===== src/rtl/fan_pwm_pkg.sv =====
package fan_pwm_pkg;

    localparam int SLOT_W    = 8;
    localparam int NUM_SLOTS = 1 << SLOT_W;
    localparam int DUTY_W    = SLOT_W + 1;

    typedef logic [SLOT_W-1:0] slot_t;
    typedef logic [DUTY_W-1:0] duty_t;

    localparam duty_t DUTY_FULL = duty_t'(NUM_SLOTS);

endpackage


===== src/rtl/fan_duty_map.sv =====
module fan_duty_map
    import fan_pwm_pkg::*;
#(
    parameter int CODE_W    = 8,
    parameter int LO_CODE   = 77,
    parameter int SPAN_CODE = 102
) (
    input  logic [CODE_W-1:0] code_a_i,
    input  logic [CODE_W-1:0] code_b_i,
    output duty_t             duty_o
);

    localparam int PROD_W = CODE_W + SLOT_W + 1;

    logic [CODE_W-1:0] ctrl_w;
    logic [PROD_W-1:0] offs_w;
    logic [PROD_W-1:0] scaled_w;

    // larger of the two codes rules
    assign ctrl_w = (code_a_i >= code_b_i) ? code_a_i : code_b_i;

    always_comb begin
        offs_w   = '0;
        scaled_w = '0;
        if (int'(ctrl_w) <= LO_CODE) begin
            duty_o = '0;
        end else begin
            offs_w = PROD_W'(int'(ctrl_w) - LO_CODE);
            if (int'(offs_w) >= SPAN_CODE) begin
                duty_o = DUTY_FULL;
            end else begin
                scaled_w = (offs_w << SLOT_W) / PROD_W'(SPAN_CODE);
                duty_o   = duty_t'(scaled_w);
            end
        end
    end

endmodule


===== src/rtl/fan_slot_timer.sv =====
module fan_slot_timer
    import fan_pwm_pkg::*;
#(
    parameter int SLOT_CYC = 6510
) (
    input  logic  clk_i,
    input  logic  rst_ni,
    input  logic  run_i,
    output slot_t slot_o,
    output logic  last_o
);

    localparam int PRE_W = (SLOT_CYC > 1) ? $clog2(SLOT_CYC) : 1;
    localparam logic [PRE_W-1:0] PRE_LAST = PRE_W'(SLOT_CYC - 1);

    typedef struct packed {
        logic [PRE_W-1:0] pre;
        slot_t            slot;
    } tmr_t;

    tmr_t st_d, st_q;
    logic slot_end_w;

    assign slot_end_w = (st_q.pre == PRE_LAST);

    always_comb begin
        st_d = st_q;
        if (!run_i) begin
            st_d = '0;
        end else if (slot_end_w) begin
            st_d.pre  = '0;
            st_d.slot = st_q.slot + slot_t'(1);
        end else begin
            st_d.pre = st_q.pre + PRE_W'(1);
        end
    end

    always_ff @(posedge clk_i or negedge rst_ni) begin
        if (!rst_ni) st_q <= '0;
        else         st_q <= st_d;
    end

    assign slot_o = st_q.slot;
    assign last_o = run_i && slot_end_w && (st_q.slot == slot_t'(NUM_SLOTS - 1));

    AST_IDLE_AT_ZERO: assert property (@(posedge clk_i) disable iff (!rst_ni)
        !run_i |=> (st_q.pre == '0 && st_q.slot == '0));

    AST_TICK_SINGLE: assert property (@(posedge clk_i) disable iff (!rst_ni)
        last_o |=> !last_o);

    AST_SLOT_ADVANCE: assert property (@(posedge clk_i) disable iff (!rst_ni)
        (run_i && slot_end_w) |=> (st_q.slot == $past(st_q.slot) + slot_t'(1)));

endmodule


===== src/rtl/fan_pwm_gen.sv =====
module fan_pwm_gen
    import fan_pwm_pkg::*;
#(
    parameter int CODE_W    = 8,
    parameter int SLOT_CYC  = 6510,
    parameter int LO_CODE   = 77,
    parameter int SPAN_CODE = 102
) (
    input  logic              clk_i,
    input  logic              rst_ni,
    input  logic [CODE_W-1:0] code_a_i,
    input  logic [CODE_W-1:0] code_b_i,
    input  logic              en_i,
    input  logic              force_i,
    output logic              pwm_o,
    output logic              tick_o
);

    typedef struct packed {
        duty_t duty;
        logic  force_on;
    } ctl_t;

    ctl_t  st_d, st_q;
    duty_t map_w;
    slot_t slot_w;
    logic  last_w;

    fan_duty_map #(
        .CODE_W    (CODE_W),
        .LO_CODE   (LO_CODE),
        .SPAN_CODE (SPAN_CODE)
    ) u_map (
        .code_a_i (code_a_i),
        .code_b_i (code_b_i),
        .duty_o   (map_w)
    );

    fan_slot_timer #(
        .SLOT_CYC (SLOT_CYC)
    ) u_tmr (
        .clk_i  (clk_i),
        .rst_ni (rst_ni),
        .run_i  (en_i),
        .slot_o (slot_w),
        .last_o (last_w)
    );

    // reload only while idle or on the edge that opens a new period
    always_comb begin
        st_d = st_q;
        if (!en_i || last_w) begin
            st_d.duty     = map_w;
            st_d.force_on = force_i;
        end
    end

    always_ff @(posedge clk_i or negedge rst_ni) begin
        if (!rst_ni) st_q <= '0;
        else         st_q <= st_d;
    end

    assign pwm_o  = en_i && (st_q.force_on || ({1'b0, slot_w} < st_q.duty));
    assign tick_o = last_w;

    AST_DUTY_HELD: assert property (@(posedge clk_i) disable iff (!rst_ni)
        (en_i && $past(en_i) && !$past(last_w)) |-> $stable(st_q.duty));

    AST_FORCE_HELD: assert property (@(posedge clk_i) disable iff (!rst_ni)
        (en_i && $past(en_i) && !$past(last_w)) |-> $stable(st_q.force_on));

    AST_FULL_ON: assert property (@(posedge clk_i) disable iff (!rst_ni)
        (en_i && st_q.duty == DUTY_FULL) |-> pwm_o);

    AST_ZERO_OFF: assert property (@(posedge clk_i) disable iff (!rst_ni)
        (en_i && !st_q.force_on && st_q.duty == '0) |-> !pwm_o);

    AST_IDLE_QUIET: assert property (@(posedge clk_i) disable iff (!rst_ni)
        !en_i |-> (!pwm_o && !tick_o));

    AST_DUTY_RANGE: assert property (@(posedge clk_i) disable iff (!rst_ni)
        st_q.duty <= DUTY_FULL);

endmodule


===== config.mk =====
export PLATFORM = sky130hd
export DESIGN_NAME = fan_pwm_gen
export DESIGN_NICKNAME = d
export VERILOG_FILES = /design/src/rtl/fan_pwm_pkg.sv /design/src/rtl/fan_duty_map.sv /design/src/rtl/fan_slot_timer.sv /design/src/rtl/fan_pwm_gen.sv
export SDC_FILE = /design/constraint.sdc
export NUM_CORES = 1
export LEC_CHECK = 0
export ABC_AREA = 1
export ABC_CLOCK_PERIOD_IN_PS = 2000
export CAP_MARGIN = 20
export CORE_ASPECT_RATIO = 0.6
export CORE_MARGIN = 2
export CORE_UTILIZATION = 68
export CTS_BUF_LIST = sky130_fd_sc_hd__clkbuf_4 sky130_fd_sc_hd__clkbuf_8
export DETAILED_ROUTE_END_ITERATION = 8
export DONT_BUFFER_PORTS = 1
export PLACE_DENSITY = 0.95
export SYNTH_ARGS = -nofsm -noshare
export SYNTH_HDL_FRONTEND = slang
export SYNTH_SLANG_ARGS = --single-unit

===== constraint.sdc =====
create_clock -name clk_i -period 2 [get_ports clk_i]
set_input_delay 0.2 -clock clk_i [delete_from_list [all_inputs] [get_ports clk_i]]
set_output_delay 0.2 -clock clk_i [all_outputs]
set_load 0.05 [all_outputs]

==> summary.md, run 1 <==
| Metric | Value |
|---|---|
| Status | aborted with a tool error |
| Stopped at | clock tree synthesis (4_1_cts) |
| Err | [ERROR DPL-0038] Utilization greater than 100%, impossible to legalize |
| H-tree levels | 2 |
| Die X | 114 um |
| Resized cells post-CTS | 189 |
| Yosys warning total | 0 |
| Post-synth top area share | 0.165 |
| Main synth FF type | dfrtp_1 |
| Post-synthesis sequential area ratio | 0.157 |
| Initial core utilization | 0.692 |
| Hold buffers post-CTS | 2 |
| Maximum clock path buffer count | 2 |
| Ys async rst share | 1.00 |
| Post CTS Setup Buffer Count | between 60 and 70 |
| Overall die height | 70.1 um |
| Leading post-synthesis cells by cell area | nand2_1 (17%), dfrtp_1 (16%), nand3_1 (11%), inv_1 (9.6%), ha_1 (6.6%) |
| Syn nets | 846 |
| Yosys reg bits | 31 |
| Pre-CTS setup slack | -6.45 ns |
| Syn Area/Cell | 6.18 um2 |
| EDFF count, synth | 0 |
| Placed Cells | 1,070 |
| Netlist cell types | 45 |
| Clock sink count | 31 |
| CTS Buf Count | 5 |
| Placed cell areas | about 6700 um2 |
| Clock Tree Root | clkbuf_8 |
| Post-Syn Area | 4950 um2 |
| Ports | 22 |
| Port bufs | 0 |
| Syn Inst Count | 800 |
| Gpl congestion | 0.954 |
| Rows | 24 |
| Final HPWL DP | ~16,000 um |
| Area leader, netlist | nand2_1 |
==> cell usage after synthesis, types with 2 or more instances <==
master	count
nand2_1	218
inv_1	126
nand3_1	104
nor2_1	39
nand2_2	35
dfrtp_1	31
ha_1	26
a21oi_1	23
nand4_1	20
inv_2	19
o21ai_0	17
nand2_4	15
nand3_2	15
nor2_4	13
nor3_1	11
xor2_1	10
nor2_2	8
o21ai_1	8
o22ai_1	8
nand3_4	6
o21a_1	6
and2_1	5
clkinv_1	4
a21oi_2	3
buf_6	3
o211ai_1	3
o21ai_2	3
a21oi_4	2
nand3b_1	2
xnor2_1	2
==> cells by family after synthesis <==
group	after synthesis	synth area share
and+or+nand+nor	497	0.527
AOI/OAI and AO/OA	81	0.105
adders and majority gates	26	0.0658
DFF	31	0.157
buffers and inverters	152	0.120
xor gates and xnor gates	13	0.0258
==> per-stage QoR <==
step | utilization | setup TNS, ns
detailed placement | 0.937 | -37.65
global placement | 0.937 | -31.54
floorplan | - | -31.48
==> run 2, diff against run 1 <==
CORE_ASPECT_RATIO = default   (was 0.6)
CORE_UTILIZATION = 40   (was 68)
CTS_BUF_LIST = default   (was sky130_fd_sc_hd__clkbuf_4 sky130_fd_sc_hd__clkbuf_8)
PLACE_DENSITY = default   (was 0.95)
PLACE_DENSITY_LB_ADDON = 0.15   (was default)
==> run 2 against run 1 <==
  * The flow now finishes, with violations (setup timing)
  * Area after synthesis unchanged
  * Synthesized cell count did not move
==> summary.md, run 2 <==
| Metric | Value |
|---|---|
| Syn nets | 846 (unchanged) |
| Failing checks | setup timing |
| Commonest non-fill, non-tap cells in the layout | buf_4 (225), nand2_1 (181), inv_1 (104), nand3_1 (80), nand2_2 (54) |
| Critical Path Start Type | input pin |
| Final HPWL DP | 11,200 um (-31%) |
| First-pass GRT wire length | 24,900 um |
| Leading post-synthesis cells by cell area | nand2_1 (17%), dfrtp_1 (16%), nand3_1 (11%), inv_1 (9.6%), ha_1 (6.6%) |
| Die area | 13,300 um2 |
| Clock sink count | 31 (unchanged) |
| Post-Route WL | 15,200 um |
| Placeable Area | about 12,000 um2 |
| Drt drc | 0 |
| EDFF count, synth | 0 (unchanged) |
| H-tree levels | 2 (unchanged) |
| Yosys warning total | 0 (unchanged) |
| Clock Tree Root | clkbuf_16 |
| Crit-path max cell delay | 0.23 ns |
| Slowest cell on crit path | o21ai_4 |
| Iteration-0 DRC Markers | 269 |
| Fmax | 0.132 GHz |
| Slew Limit Headroom | 0.776 |
| Antenna violations before repair | 0 |
| Share of cells above drive strength 1 | 0.489 |
| DR WL/cell | 12.5 um |
| Vias | approximately 6,000 |
| Post-synthesis sequential area ratio | 0.157 (unchanged) |
| Post-synth top area share | 0.165 (unchanged) |
| Final hold viol count | 0 |
| Finished layout cell area | 8060 um2 |
| Critical path's most frequent cell | nand2_4 |
| Worst-skew pair later-pin latency | 0.27 ns |
| Reg2reg start | u_tmr.slot_o[1] |
| Netlist cell types | 45 (unchanged) |
| DR vias/cell | slightly below 5 |
| Placed cell areas | 6810 um2 (+1.7%) |
| Cell with the most instances after synthesis | nand2_1 |
| Critical Path RT | 2.16 ns |
| Minimum clock period | 7.60 ns |
| Status | complete, but fails checks |
| Max reg flops | 13 |
| CTS Buf Count | 5 (unchanged) |
| First drt pass iteration count | 4 |
| Worst Hold Endpoint | st_q[0] |
| Syn Area/Cell | 6.18 um2 (unchanged) |
| Hold_sp | force_i |
| Area leader, netlist | nand2_1 |
| Worst EP arrival | 7.76 ns |
| Hold depth | 2 |
| Initial core utilization | 0.410 (-0.282) |
| Rows | 40 (+67%) |
| Slew at the pin with the worst max-slew slack | 0.334 ns |
| Maximum clock path buffer count | 2 (unchanged) |
| Ys async rst share | 1.00 (unchanged) |
| Post-Syn Area | 4950 um2 (unchanged) |
| Top reg by flops | u_tmr.st_q |
| Setup Crit Path Kind | in2reg |
| Die X | 115 um (+0.96%) |
| Skew final | 0.00435 ns |
| Final Slew Violations | 0 |
| Ant diodes | 0 |
| Worst-case reg-to-reg path depth | 9 |
| Antenna violation net count after detailed routing | 0 |
| Area grow syn2layout | 63.0% |
| Min-Delay Path Class | in2reg |
| Yosys reg bits | 31 (unchanged) |
| Setup WS post-layout | -5.60 ns |
| Endpoint class of the critical path | flip-flop |
| Main synth FF type | dfrtp_1 |
| Overall Global Routing Usage | 0.222 |
| Port bufs | 0 (unchanged) |
| R2r setup slk | -0.07 ns |
| Grt total ovfl | 0 |
| MaxCap Viol Count | 0 |
| Gpl congestion | 0.924 (-3.1%) |
| CTS tree | done |
| Most frequent cells after synthesis | nand2_1 (218), inv_1 (126), nand3_1 (104) |
| Clock transition at the registers of the reported paths | 0.05 ns |
| Largest net degree at the start of global routing | 32 |
| Tcrit/Tclk final | 3.80 |
| Number of global-route vias before repair | 5,741 |
| Setup Viol. Count Final | 11 |
| Overall die height | 115 um (+64%) |
| RR Endpoint | st_q[5] |
| Final net count | ~1,100 |
| Crit-path max FO | 8 |
| Commonest non-fill, non-tap cell in the layout | buf_4 |
| RSZ-0062 raised after global routing | true |
| Syn Inst Count | 800 (unchanged) |
| Ports | 22 (unchanged) |
==> run 2: how the worst max path moves through the flow <==
stage                      from       to  slack, ns  cells after the start
global placement    code_b_i[6]  st_q[1]      -5.62                     78
global route        code_b_i[6]  st_q[1]      -6.23                     74
finish              code_b_i[2]  st_q[1]      -5.60                     74
floorplan           code_b_i[3]  st_q[1]      -5.77                     82
CTS                 code_b_i[3]  st_q[1]      -5.38                     79
detailed placement  code_b_i[6]  st_q[1]      -5.99                     78
==> run 2: metal layers <==
metal	vias to the layer above	routed length, um	global-route usage	share of wire
met5	-	0	0	0
met4	0	244	0.0538	0.016
met3	25	293	0.0206	0.019
met2	75	8170	0.417	0.54
met1	2790	6500	0.273	0.43
li1	3080	-	-	-
==> run 2: cells by family (layout without fill, tap and decap cells) <==
logic type | after synthesis | after routing | share of synthesized area
flip-flops | 31 | 31 | 0.157
AO/OA/AOI/OAI | 81 | 81 | 0.105
buffers and inverters | 152 | 402 | 0.120
AND/OR/NAND/NOR | 497 | 499 | 0.527
adder cells (fa/ha/maj) | 26 | 26 | 0.0658
XOR/XNOR | 13 | 13 | 0.0258
==> run 2: per-stage QoR <==
stage                     hold slack, ns   util  TNS, ns  cells  worst slack, ns
after floorplan                  -0.0956      -   -31.48    800            -5.77
after global placement           -0.0949  0.565   -31.86   1149            -5.62
after detailed placement         -0.0949  0.565   -34.50   1149            -5.99
after CTS                         0.0387  0.622   -29.87   1187            -5.38
after global routing              0.0615  0.668   -35.65   1220            -6.23
final                             0.0429  0.668   -31.37   1220            -5.60
==> run 2: layout make-up <==
class	count	area (um2)
multi-input combinational	619	4360
fill	987	4000
timing repair buffer	245	1930
sequential	31	776
inverter	149	607
tap	168	210
clock buffer	6	139
clock inverter	2	35.0
==> run 2: worst max-delay path, delay by kind of cell <==
kind | cells | cell delay, ns
AND/OR/NAND/NOR | 57 | 5.70
adder cells (fa/ha/maj) | 6 | 1.00
buffers and inverters | 10 | 0.66
AO/OA/AOI/OAI | 1 | 0.23
==> run 2: timing repair <==
action / in CTS / in global routing
hold endpoints to repair: 31 / 0
setup endpoints to repair: 11 / 21
buffers inserted: 28 / 34
pin swaps: 65 / 81
resized for setup: 66 / 79
cloned: 2 / 0
hold buffers: 2 / 0
Power of run 2 is left out: the tool's default activity adds up to more than one toggle a clock period on the data nets, which glitch-free logic cannot reach.
